===== src/rtl/adc_seq_pkg.sv =====
package adc_seq_pkg;

  localparam logic [1:0] ADDR_CTRL  = 2'd0;
  localparam logic [1:0] ADDR_GDAT  = 2'd1;
  localparam logic [1:0] ADDR_FLAGS = 2'd2;
  localparam logic [1:0] ADDR_INTEN = 2'd3;

  localparam int MODE_BIT     = 30;
  localparam int SEQ_FLAG_BIT = 28;
  localparam int VALID_BIT    = 31;
  localparam int CH_LSB       = 26;
  localparam int RES_LSB      = 4;
  localparam int INTEN_BIT    = 0;

  typedef struct packed {
    logic capture;   // accepted conversion: load result, set data-valid
    logic seqDone;   // end-of-sequence event in mode 1
    logic dvClear;   // bus read of the global data register
    logic seqClear;  // write-1 to the sequence flag
    logic ctrlWr;    // write to control
    logic intenWr;   // write to interrupt-enable
  } seqStrobes_t;

endpackage


===== src/rtl/adc_seq_ctrl.sv =====
module adc_seq_ctrl
  import adc_seq_pkg::*;
#(
  parameter int NUM_CH = 16,
  parameter int DATA_W = 32,
  localparam int CH_W  = $clog2(NUM_CH)
) (
  input  logic              busWr,
  input  logic              busRd,
  input  logic [1:0]        busAddr,
  input  logic [DATA_W-1:0] busWdata,
  input  logic              convDone,
  input  logic [CH_W-1:0]   convCh,
  input  logic [NUM_CH-1:0] chMask,
  input  logic              mode,
  output seqStrobes_t       strb
);

  logic [CH_W-1:0] highCh;
  logic            chanHit;
  logic            isLast;

  // highest enabled channel closes the sequence
  always_comb begin
    highCh = '0;
    for (int i = 0; i < NUM_CH; i++) begin
      if (chMask[i]) highCh = CH_W'(i);
    end
  end

  assign chanHit = chMask[convCh];
  assign isLast  = (convCh == highCh);

  always_comb begin
    strb          = '0;
    strb.capture  = convDone && chanHit;
    strb.seqDone  = convDone && chanHit && isLast && mode;
    strb.dvClear  = busRd && (busAddr == ADDR_GDAT);
    strb.seqClear = busWr && (busAddr == ADDR_FLAGS) && busWdata[SEQ_FLAG_BIT];
    strb.ctrlWr   = busWr && (busAddr == ADDR_CTRL);
    strb.intenWr  = busWr && (busAddr == ADDR_INTEN);
  end

endmodule


===== src/rtl/adc_seq_dp.sv =====
module adc_seq_dp
  import adc_seq_pkg::*;
#(
  parameter int NUM_CH = 16,
  parameter int RES_W  = 12,
  parameter int DATA_W = 32,
  localparam int CH_W  = $clog2(NUM_CH)
) (
  input  logic              clk,
  input  logic              rstN,
  input  seqStrobes_t       strb,
  input  logic [1:0]        busAddr,
  input  logic [DATA_W-1:0] busWdata,
  input  logic [CH_W-1:0]   convCh,
  input  logic [RES_W-1:0]  convResult,
  output logic [NUM_CH-1:0] chMask,
  output logic              mode,
  output logic [DATA_W-1:0] busRdata,
  output logic              irq
);

  logic             intEn;
  logic [RES_W-1:0] resultReg;
  logic [CH_W-1:0]  resChReg;
  logic             dataValid;
  logic             seqFlagReg;
  logic             seqFlag;
  logic [DATA_W-1:0] ctrlWord, gdatWord, flagsWord, intenWord;

  always_ff @(posedge clk or negedge rstN) begin
    if (!rstN) begin
      chMask <= '0;
      mode   <= 1'b0;
      intEn  <= 1'b0;
    end else begin
      if (strb.ctrlWr) begin
        chMask <= busWdata[NUM_CH-1:0];
        mode   <= busWdata[MODE_BIT];
      end
      if (strb.intenWr) intEn <= busWdata[INTEN_BIT];
    end
  end

  always_ff @(posedge clk or negedge rstN) begin
    if (!rstN) begin
      resultReg <= '0;
      resChReg  <= '0;
    end else if (strb.capture) begin
      resultReg <= convResult;
      resChReg  <= convCh;
    end
  end

  // set has priority over read-clear
  always_ff @(posedge clk or negedge rstN) begin
    if (!rstN)              dataValid <= 1'b0;
    else if (strb.capture)  dataValid <= 1'b1;
    else if (strb.dvClear)  dataValid <= 1'b0;
  end

  // end-of-sequence flag, set has priority over write-1 clear
  always_ff @(posedge clk or negedge rstN) begin
    if (!rstN)              seqFlagReg <= 1'b0;
    else if (strb.seqDone)  seqFlagReg <= 1'b1;
    else if (strb.seqClear) seqFlagReg <= 1'b0;
  end

  assign seqFlag = mode ? seqFlagReg : dataValid;
  assign irq     = seqFlag && intEn;

  always_comb begin
    ctrlWord                  = '0;
    ctrlWord[NUM_CH-1:0]      = chMask;
    ctrlWord[MODE_BIT]        = mode;
    gdatWord                  = '0;
    gdatWord[VALID_BIT]       = dataValid;
    gdatWord[CH_LSB +: CH_W]  = resChReg;
    gdatWord[RES_LSB +: RES_W] = resultReg;
    flagsWord                 = '0;
    flagsWord[SEQ_FLAG_BIT]   = seqFlag;
    intenWord                 = '0;
    intenWord[INTEN_BIT]      = intEn;
    unique case (busAddr)
      ADDR_CTRL:  busRdata = ctrlWord;
      ADDR_GDAT:  busRdata = gdatWord;
      ADDR_FLAGS: busRdata = flagsWord;
      default:    busRdata = intenWord;
    endcase
  end

  // an accepted conversion always leaves data-valid set
  p_dv_set_r1: assert property (@(posedge clk) disable iff (!rstN)
    strb.capture |=> dataValid);

  // a read with no competing conversion clears data-valid
  p_dv_clear_r2: assert property (@(posedge clk) disable iff (!rstN)
    (strb.dvClear && !strb.capture) |=> !dataValid);

  // the end-of-sequence flag only rises after a completion event
  p_seq_rise_r4: assert property (@(posedge clk) disable iff (!rstN)
    $rose(seqFlagReg) |-> $past(strb.seqDone));

  // without a write-1 clear the flag holds
  p_seq_hold_r5: assert property (@(posedge clk) disable iff (!rstN)
    (seqFlagReg && !strb.seqClear) |=> seqFlagReg);

  // completion wins over a same-cycle clear
  p_set_wins_r8: assert property (@(posedge clk) disable iff (!rstN)
    (strb.seqDone && strb.seqClear) |=> seqFlagReg);

  // no interrupt while the enable is off
  p_irq_gate_r6: assert property (@(posedge clk) disable iff (!rstN)
    irq |-> intEn);

endmodule


===== src/rtl/adc_seq_capture.sv =====
module adc_seq_capture
  import adc_seq_pkg::*;
#(
  parameter int NUM_CH = 16,
  parameter int RES_W  = 12,
  parameter int DATA_W = 32,
  localparam int CH_W  = $clog2(NUM_CH)
) (
  input  logic              clk,
  input  logic              rstN,
  input  logic              busWr,
  input  logic              busRd,
  input  logic [1:0]        busAddr,
  input  logic [DATA_W-1:0] busWdata,
  output logic [DATA_W-1:0] busRdata,
  input  logic              convDone,
  input  logic [CH_W-1:0]   convCh,
  input  logic [RES_W-1:0]  convResult,
  output logic              irq
);

  seqStrobes_t       strb;
  logic [NUM_CH-1:0] chMask;
  logic              mode;

  adc_seq_ctrl #(.NUM_CH(NUM_CH), .DATA_W(DATA_W)) uCtrl (
    .busWr(busWr), .busRd(busRd), .busAddr(busAddr), .busWdata(busWdata),
    .convDone(convDone), .convCh(convCh), .chMask(chMask), .mode(mode),
    .strb(strb)
  );

  adc_seq_dp #(.NUM_CH(NUM_CH), .RES_W(RES_W), .DATA_W(DATA_W)) uDp (
    .clk(clk), .rstN(rstN), .strb(strb), .busAddr(busAddr),
    .busWdata(busWdata), .convCh(convCh), .convResult(convResult),
    .chMask(chMask), .mode(mode), .busRdata(busRdata), .irq(irq)
  );

  // a conversion on a masked-off channel is never captured
  p_mask_ignore_r7: assert property (@(posedge clk) disable iff (!rstN)
    (convDone && !chMask[convCh]) |-> !strb.capture);

endmodule


===== config.mk =====
export PLATFORM = sky130hd
export DESIGN_NAME = adc_seq_capture
export DESIGN_NICKNAME = d
export VERILOG_FILES = /design/src/rtl/adc_seq_pkg.sv /design/src/rtl/adc_seq_ctrl.sv /design/src/rtl/adc_seq_dp.sv /design/src/rtl/adc_seq_capture.sv
export SDC_FILE = /design/constraint.sdc
export NUM_CORES = 1
export LEC_CHECK = 0
export ABC_AREA = 1
export BUFFER_PORTS_ARGS = -buffer_cell sky130_fd_sc_hd__buf_2
export CAP_MARGIN = 20
export CORE_ASPECT_RATIO = 2
export CORE_MARGIN = 5
export CORE_UTILIZATION = 45
export DETAILED_ROUTE_END_ITERATION = 16
export HOLD_SLACK_MARGIN = 0.08
export PLACE_DENSITY = 0.77
export SKIP_CTS_REPAIR_TIMING = 1
export SYNTH_ARGS = -nofsm -noshare
export SYNTH_HDL_FRONTEND = slang
export SYNTH_SLANG_ARGS = --single-unit

===== constraint.sdc =====
create_clock -name clk -period 1.9 [get_ports clk]
set_input_delay 0.38 -clock clk [delete_from_list [all_inputs] [get_ports clk]]
set_output_delay 0.38 -clock clk [all_outputs]
set_load 0.01 [all_outputs]

==> impl_metrics.py, run 1 <==
metrics = {
    "power_and_ir_drop": {
        "pwr-share-clk_pct": 27.0,
        "p_int_uw": 1420,
        "power_uw": 2130,
        "p_comb_share_pct": 27.4,
        "cellLeakagePower_uw": 0.00134,
        "switchingPower_uw": 707,
        "swShare_pct": 33.3,
        "p_seq_share_pct": 45.6,
        "powerDensity_nw_per_um2": 866,
        "vdd_ir_drop_max_v": 0.000616,
    },
    "final_layout": {
        "final_cell_mix": "buf_2 (63), nor2_1 (44), inv_1 (42)",
        "final_area_um2": 2450,
        "nNetsFinal": 385,
        "layout.cells.non_filler": 385,
        "fill_cells": 425,
        "area_growth_pct": 20.6,
        "diodes": 0,
        "drive_gt1_share_pct": 27.8,
        "final_common_cell": "buf_2",
    },
    "drt": {
        "drt_iter0_markers": 33,
        "drc": 0,
        "antenna_left": 0,
        "drt-total-wl_um": 5110,
        "viasPerCell": 4.98,
        "wl_per_cell_um": 13.3,
        "first_pass_iters": 4,
        "vias": 1917,
    },
    "yosys": {
        "synth.avg_cell_area_um2": 7.62,
        "mappedNetlistArea_um2": 2030,
        "yosysWarnings": 0,
        "synth_top_family_by_area": "compound AO/OA/AOI/OAI gates",
        "synth_cell_type_count": 24,
        "synth_seq_cells": 36,
        "synthMuxAreaShare_pct": 0,
        "synth_xor_area_share_pct": 0.861,
        "synth_cells": 267,
        "synthAdderAreaFrac_pct": 0,
        "synth_compound_area_share_pct": 21.1,
        "yosys.area_share.simple_pct": 18.9,
        "yosysSeqAreaShare_pct": 44.3,
    },
    "place": {
        "routabilityCongestion": 0.927,
        "place_area_um2": 2350,
        "dp_cells": 376,
        "dpl.hpwl_um": 3880,
        "io_buffer_count": 63,
    },
    "hold_path": {
        "hold_path_end": "uDp.resultReg[1]",
        "min-delay-start": "convResult[1]",
        "hold_path_depth": 3,
        "hold_class": "input pin to flop",
    },
    "critical_path": {
        "crit_path_max_fanout": 16,
        "r2r_cells": 9,
        "critPathKind": "input pin to output pin",
        "r2r-start": "uDp.chMask[5]",
        "end_kind": "output pin",
        "worstPathRequired_ns": 1.52,
        "cp-start-kind": "input pin",
        "critPathArrivalTime_ns": 1.38,
        "r2r_setup_slack_ns": 0.24,
        "rr_endpoint": "uDp.resultReg[8]",
    },
    "global_route": {
        "overflow": 0,
        "antenna_found_initial": 0,
        "first_global_vias": 1917,
        "track_usage_pct": 17.6,
        "grt_pass1_wl_um": 8340,
        "grt_max_degree": 35,
    },
    "timing": {
        "maxSlewViolCount": 0,
        "period_share_pct": 92.6,
        "relSlewSlack_pct": 61.3,
        "final_hold_viol_count": 0,
        "worstMarginPinSlew_ns": 0.580,
        "maxClockFrequency_ghz": 0.568,
        "tns_ns": 0,
        "rsz0062_at_grt": "no",
        "setup_viol": 0,
        "fin_worst_skew_ns": 0.00764,
        "min_period_ns": 1.76,
    },
    "die": {
        "num_io_pins": 88,
        "die_area_um2": 6050,
        "rows": 34,
        "start_util_pct": 46.4,
        "die_h_um": 105,
        "die_w_um": 57.5,
        "core_um2": 4380,
    },
    "status": {
        "status": "finished, final reports clean",
    },
    "clock_network": {
        "clk_pin_slew_worst_paths_ns": 0.07,
        "h-tree-depth": 2,
        "clock_latency_ns": 0.29,
        "cts_tree": "yes",
        "cts-root-buf": "clkbuf_8",
        "clock_path_buffers": 2,
        "cts_buffers": 5,
        "clock-sinks": 36,
    },
    "flow_run": {
        "cap_violations": 0,
    },
}
registers in the layout (all words and copies together), names as in the netlist:
name	cells
uDp.resChReg	4
uDp.intEn	1
uDp.resultReg	12
uDp.dataValid	1
uDp.mode	1
uDp.chMask	16
uDp.seqFlagReg	1
critical path: stages:
cell and delay [ns]:
buf_2 0.12, nor2_1 0.16, inv_1 0.29, o22ai_1 0.27, buf_2 0.16
stage by stage:
| stage | hold WS [ns] | utilization (%) | setup slack (ns) |
|---|---|---|---|
| 4_1_cts | 0.0477 | 55.8 | 0.118 |
| 2_1_floorplan | 0.0844 | - | 0.259 |
| 3_5_place_dp | 0.361 | 53.6 | 0.0192 |
| 6_report | 0.322 | 56.0 | 0.140 |
| 5_1_grt | 0.322 | 56.0 | 0.0333 |
| 3_3_place_gp | 0.350 | 53.6 | 0.0499 |
area by class of cell:
cell class | count | area [µm²] | share of cell area (%)
flip-flops and latches | 36 | 901 | 36.7
multi-input cells | 177 | 870 | 35.4
repair buffers | 67 | 360 | 14.7
inverters | 43 | 161 | 6.58
clock buffers | 7 | 86.3 | 3.52
well taps | 54 | 67.6 | 2.75
clock inverters | 1 | 7.51 | 0.306
power groups by stage:
stage	Clock (µW)	Combinational, µW	Sequential [µW]
finish	573	583	970
floorplan	0	422	964
global route	615	661	987
global placement	0	568	979
CTS	582	589	971
detailed placement	0	583	986
cells in the mapped netlist:
cell type | count | area, µm²
a21oi_1 | 22 | 110
a21oi_2 | 14 | 123
buf_1 | 1 | 3.75
buf_2 | 1 | 5.00
buf_4 | 10 | 75.1
buf_6 | 3 | 33.8
clkbuf_1 | 5 | 18.8
conb_1 | 1 | 3.75
dfrtp_1 | 36 | 901
inv_1 | 42 | 158
inv_2 | 1 | 3.75
nand2_1 | 36 | 135
nand2_4 | 1 | 11.3
nand3_1 | 11 | 55.1
nand4_1 | 1 | 6.26
nor2_1 | 44 | 165
nor4_1 | 1 | 6.26
o211ai_1 | 1 | 7.51
o21ai_0 | 12 | 60.1
o21ai_1 | 6 | 30.0
o21ai_2 | 2 | 17.5
o22ai_1 | 13 | 81.3
or2_2 | 1 | 6.26
xor2_1 | 2 | 17.5
metal layers:
layer	vias up	wire, µm	part of all wire (%)	global-route usage [%]
met4	0	193	3.8	11.1
met5	-	0	0	0
met1	879	1780	35	18.2
li1	959	-	-	-
met2	65	2850	56	31.2
met3	14	276	5.4	3.33
cells by family (layout without fill, tap and decap cells):
logic type                count (synthesis)  count (layout)
AOI/OAI and AO/OA                        70              70
DFF                                      36              36
buffers and inverters                    63             118
xor gates and xnor gates                  2               2
other                                     1              10
and+or+nand+nor                          95              95
how the worst max path moves through the flow:
stage / start / end / slack (ns) / cells past startpoint
after floorplan: busAddr[0] / busRdata[10] / 0.26 / 5
after global placement: convCh[0] / uDp.resultReg[2] / 0.05 / 10
after detailed placement: convCh[0] / uDp.resultReg[6] / 0.02 / 10
after CTS: busAddr[1] / busRdata[13] / 0.12 / 5
after global routing: uDp.chMask[5] / uDp.resultReg[11] / 0.03 / 9
final: busAddr[1] / busRdata[13] / 0.14 / 5
No activity file was read; power rests on OpenSTA's default activity.
==> run 2, diff against run 1 <==
- CTS_BUF_LIST: unset -> sky130_fd_sc_hd__clkbuf_4 sky130_fd_sc_hd__clkbuf_8
==> impl_metrics.py, run 2 (same netlist as run 1, synthesis figures left out) <==
metrics = {
    "clock_network": {
        "clk_pin_slew_worst_paths_ns": 0.07,
        "cts-root-buf": "clkbuf_8",
        "clock-sinks": 36,
        "h-tree-depth": 2,
        "cts_buffers": 5,
        "cts_tree": "yes",
        "clock_path_buffers": 2,
        "clock_latency_ns": 0.29,
    },
    "die": {
        "die_area_um2": 6050,
        "core_um2": 4380,
        "rows": 34,
        "start_util_pct": 46.4,
        "die_w_um": 57.5,
        "die_h_um": 105,
        "num_io_pins": 88,
    },
    "final_layout": {
        "area_growth_pct": 20.8,
        "drive_gt1_share_pct": 28.1,
        "reg_top3": "uDp.chMask: 16 flops, uDp.resultReg: 12 flops, uDp.resChReg: 4 flops",
        "largest_reg_flops": 16,
        "regMostFlops": "uDp.chMask",
        "nNetsFinal": 385,
        "diodes": 0,
        "final_common_cell": "buf_2",
        "fill_cells": 423,
        "final_cell_mix": "buf_2 (63), nor2_1 (44), inv_1 (42)",
    },
    "drt": {
        "vias": 1916,
        "first_pass_iters": 4,
        "drt-total-wl_um": 5110,
        "antenna_left": 0,
        "viasPerCell": 4.98,
        "drc": 0,
        "drt_iter0_markers": 36,
        "wl_per_cell_um": 13.3,
    },
    "power_and_ir_drop": {
        "cellLeakagePower_uw": 0.00135,
        "vdd_ir_drop_max_v": 0.000618,
        "powerDensity_nw_per_um2": 871,
        "p_seq_share_pct": 45.3,
        "pwr-share-clk_pct": 27.5,
        "p_int_uw": 1430,
        "swShare_pct": 33.0,
        "p_comb_share_pct": 27.2,
        "switchingPower_uw": 707,
    },
    "critical_path": {
        "crit_path_max_fanout": 16,
        "end_kind": "output pin",
        "critPathKind": "input pin to output pin",
        "critPathArrivalTime_ns": 1.38,
        "worstPathRequired_ns": 1.52,
        "r2r-start": "uDp.chMask[5]",
        "cp-start-kind": "input pin",
        "crit_start": "busAddr[1]",
        "r2r_cells": 9,
    },
    "timing": {
        "worstMarginPinSlew_ns": 0.580,
        "tns_ns": 0,
        "min_period_ns": 1.76,
        "fin_hold_ws_ns": 0.322,
        "maxSlewViolCount": 0,
        "final_hold_viol_count": 0,
        "fin_worst_skew_ns": 0.00764,
        "relSlewSlack_pct": 61.3,
        "setup_viol": 0,
        "period_share_pct": 92.6,
        "maxClockFrequency_ghz": 0.568,
        "rsz0062_at_grt": "no",
    },
    "flow_run": {
        "cap_violations": 0,
    },
    "hold_path": {
        "hold_path_depth": 3,
        "hold_class": "input pin to flop",
        "min-delay-start": "convResult[1]",
    },
    "global_route": {
        "grt_max_degree": 35,
        "grt_pass1_wl_um": 8350,
        "track_usage_pct": 17.7,
        "antenna_found_initial": 0,
        "overflow": 0,
        "first_global_vias": 1916,
    },
    "place": {
        "routabilityCongestion": 0.927,
        "dpl.hpwl_um": 3880,
        "io_buffer_count": 63,
    },
    "status": {
        "status": "finished, final reports clean",
    },
}
==> run 2: cell types whose count changed in the layout (fill, tap and decap cells not counted) <==
| cell | previous run | this run |
|---|---|---|
| clkbuf_1 | 1 | 0 |
| clkbuf_4 | 0 | 1 |
==> run 2: final timing paths <==
kind                               endpoint  slack, ns
max                            busRdata[13]       0.14
min                        uDp.resultReg[1]       0.32
max reg2reg                uDp.resultReg[6]       0.24
min reg2reg                 uDp.resChReg[0]       0.49
max in group asynchronous  uDp.resultReg[4]       0.84
min in group asynchronous     uDp.chMask[6]       0.60
==> run 2: metrics by stage <==
stage / instance area (µm²) / total power (µW) / setup slack (ns) / instances / util (%)
floorplan: 2070 / 1390 / 0.259 / 276 / -
detailed placement: 2350 / 1570 / 0.0192 / 376 / 53.6
CTS: 2450 / 2160 / 0.118 / 384 / 55.9
global placement: 2350 / 1550 / 0.0499 / 376 / 53.6
global route: 2460 / 2280 / 0.0333 / 385 / 56.1
finish: 2460 / 2140 / 0.140 / 385 / 56.1
==> run 2: cell type report <==
cell class,instances,area [µm²],area share (%)
clock inverters,1,7.51,0.305
inverters,43,161,6.57
well taps,54,67.6,2.75
multi-input cells,177,870,35.4
clock buffers,7,90.1,3.67
flip-flops and latches,36,901,36.7
repair buffers,67,360,14.7
==> run 2: power by group through the flow <==
| stage | sequential (µW) | combinational (µW) | clock, µW |
|---|---|---|---|
| final | 970 | 583 | 588 |
| after global routing | 987 | 662 | 628 |
| after CTS | 971 | 589 | 597 |
| after global placement | 979 | 568 | 0 |
| after detailed placement | 986 | 583 | 0 |
| after floorplan | 964 | 422 | 0 |
==> run 2: routing by layer <==
metal	share of wire (%)	track usage (%)	vias up
li1	-	-	959
met1	35	18.3	878
met2	56	31.2	65
met3	5.3	3.33	14
met4	3.8	11.1	0
met5	0	0	-
==> run 2: critical path: stages <==
cell and delay (ns):
buf_2 0.12, nor2_1 0.16, inv_1 0.29, o22ai_1 0.27, buf_2 0.16
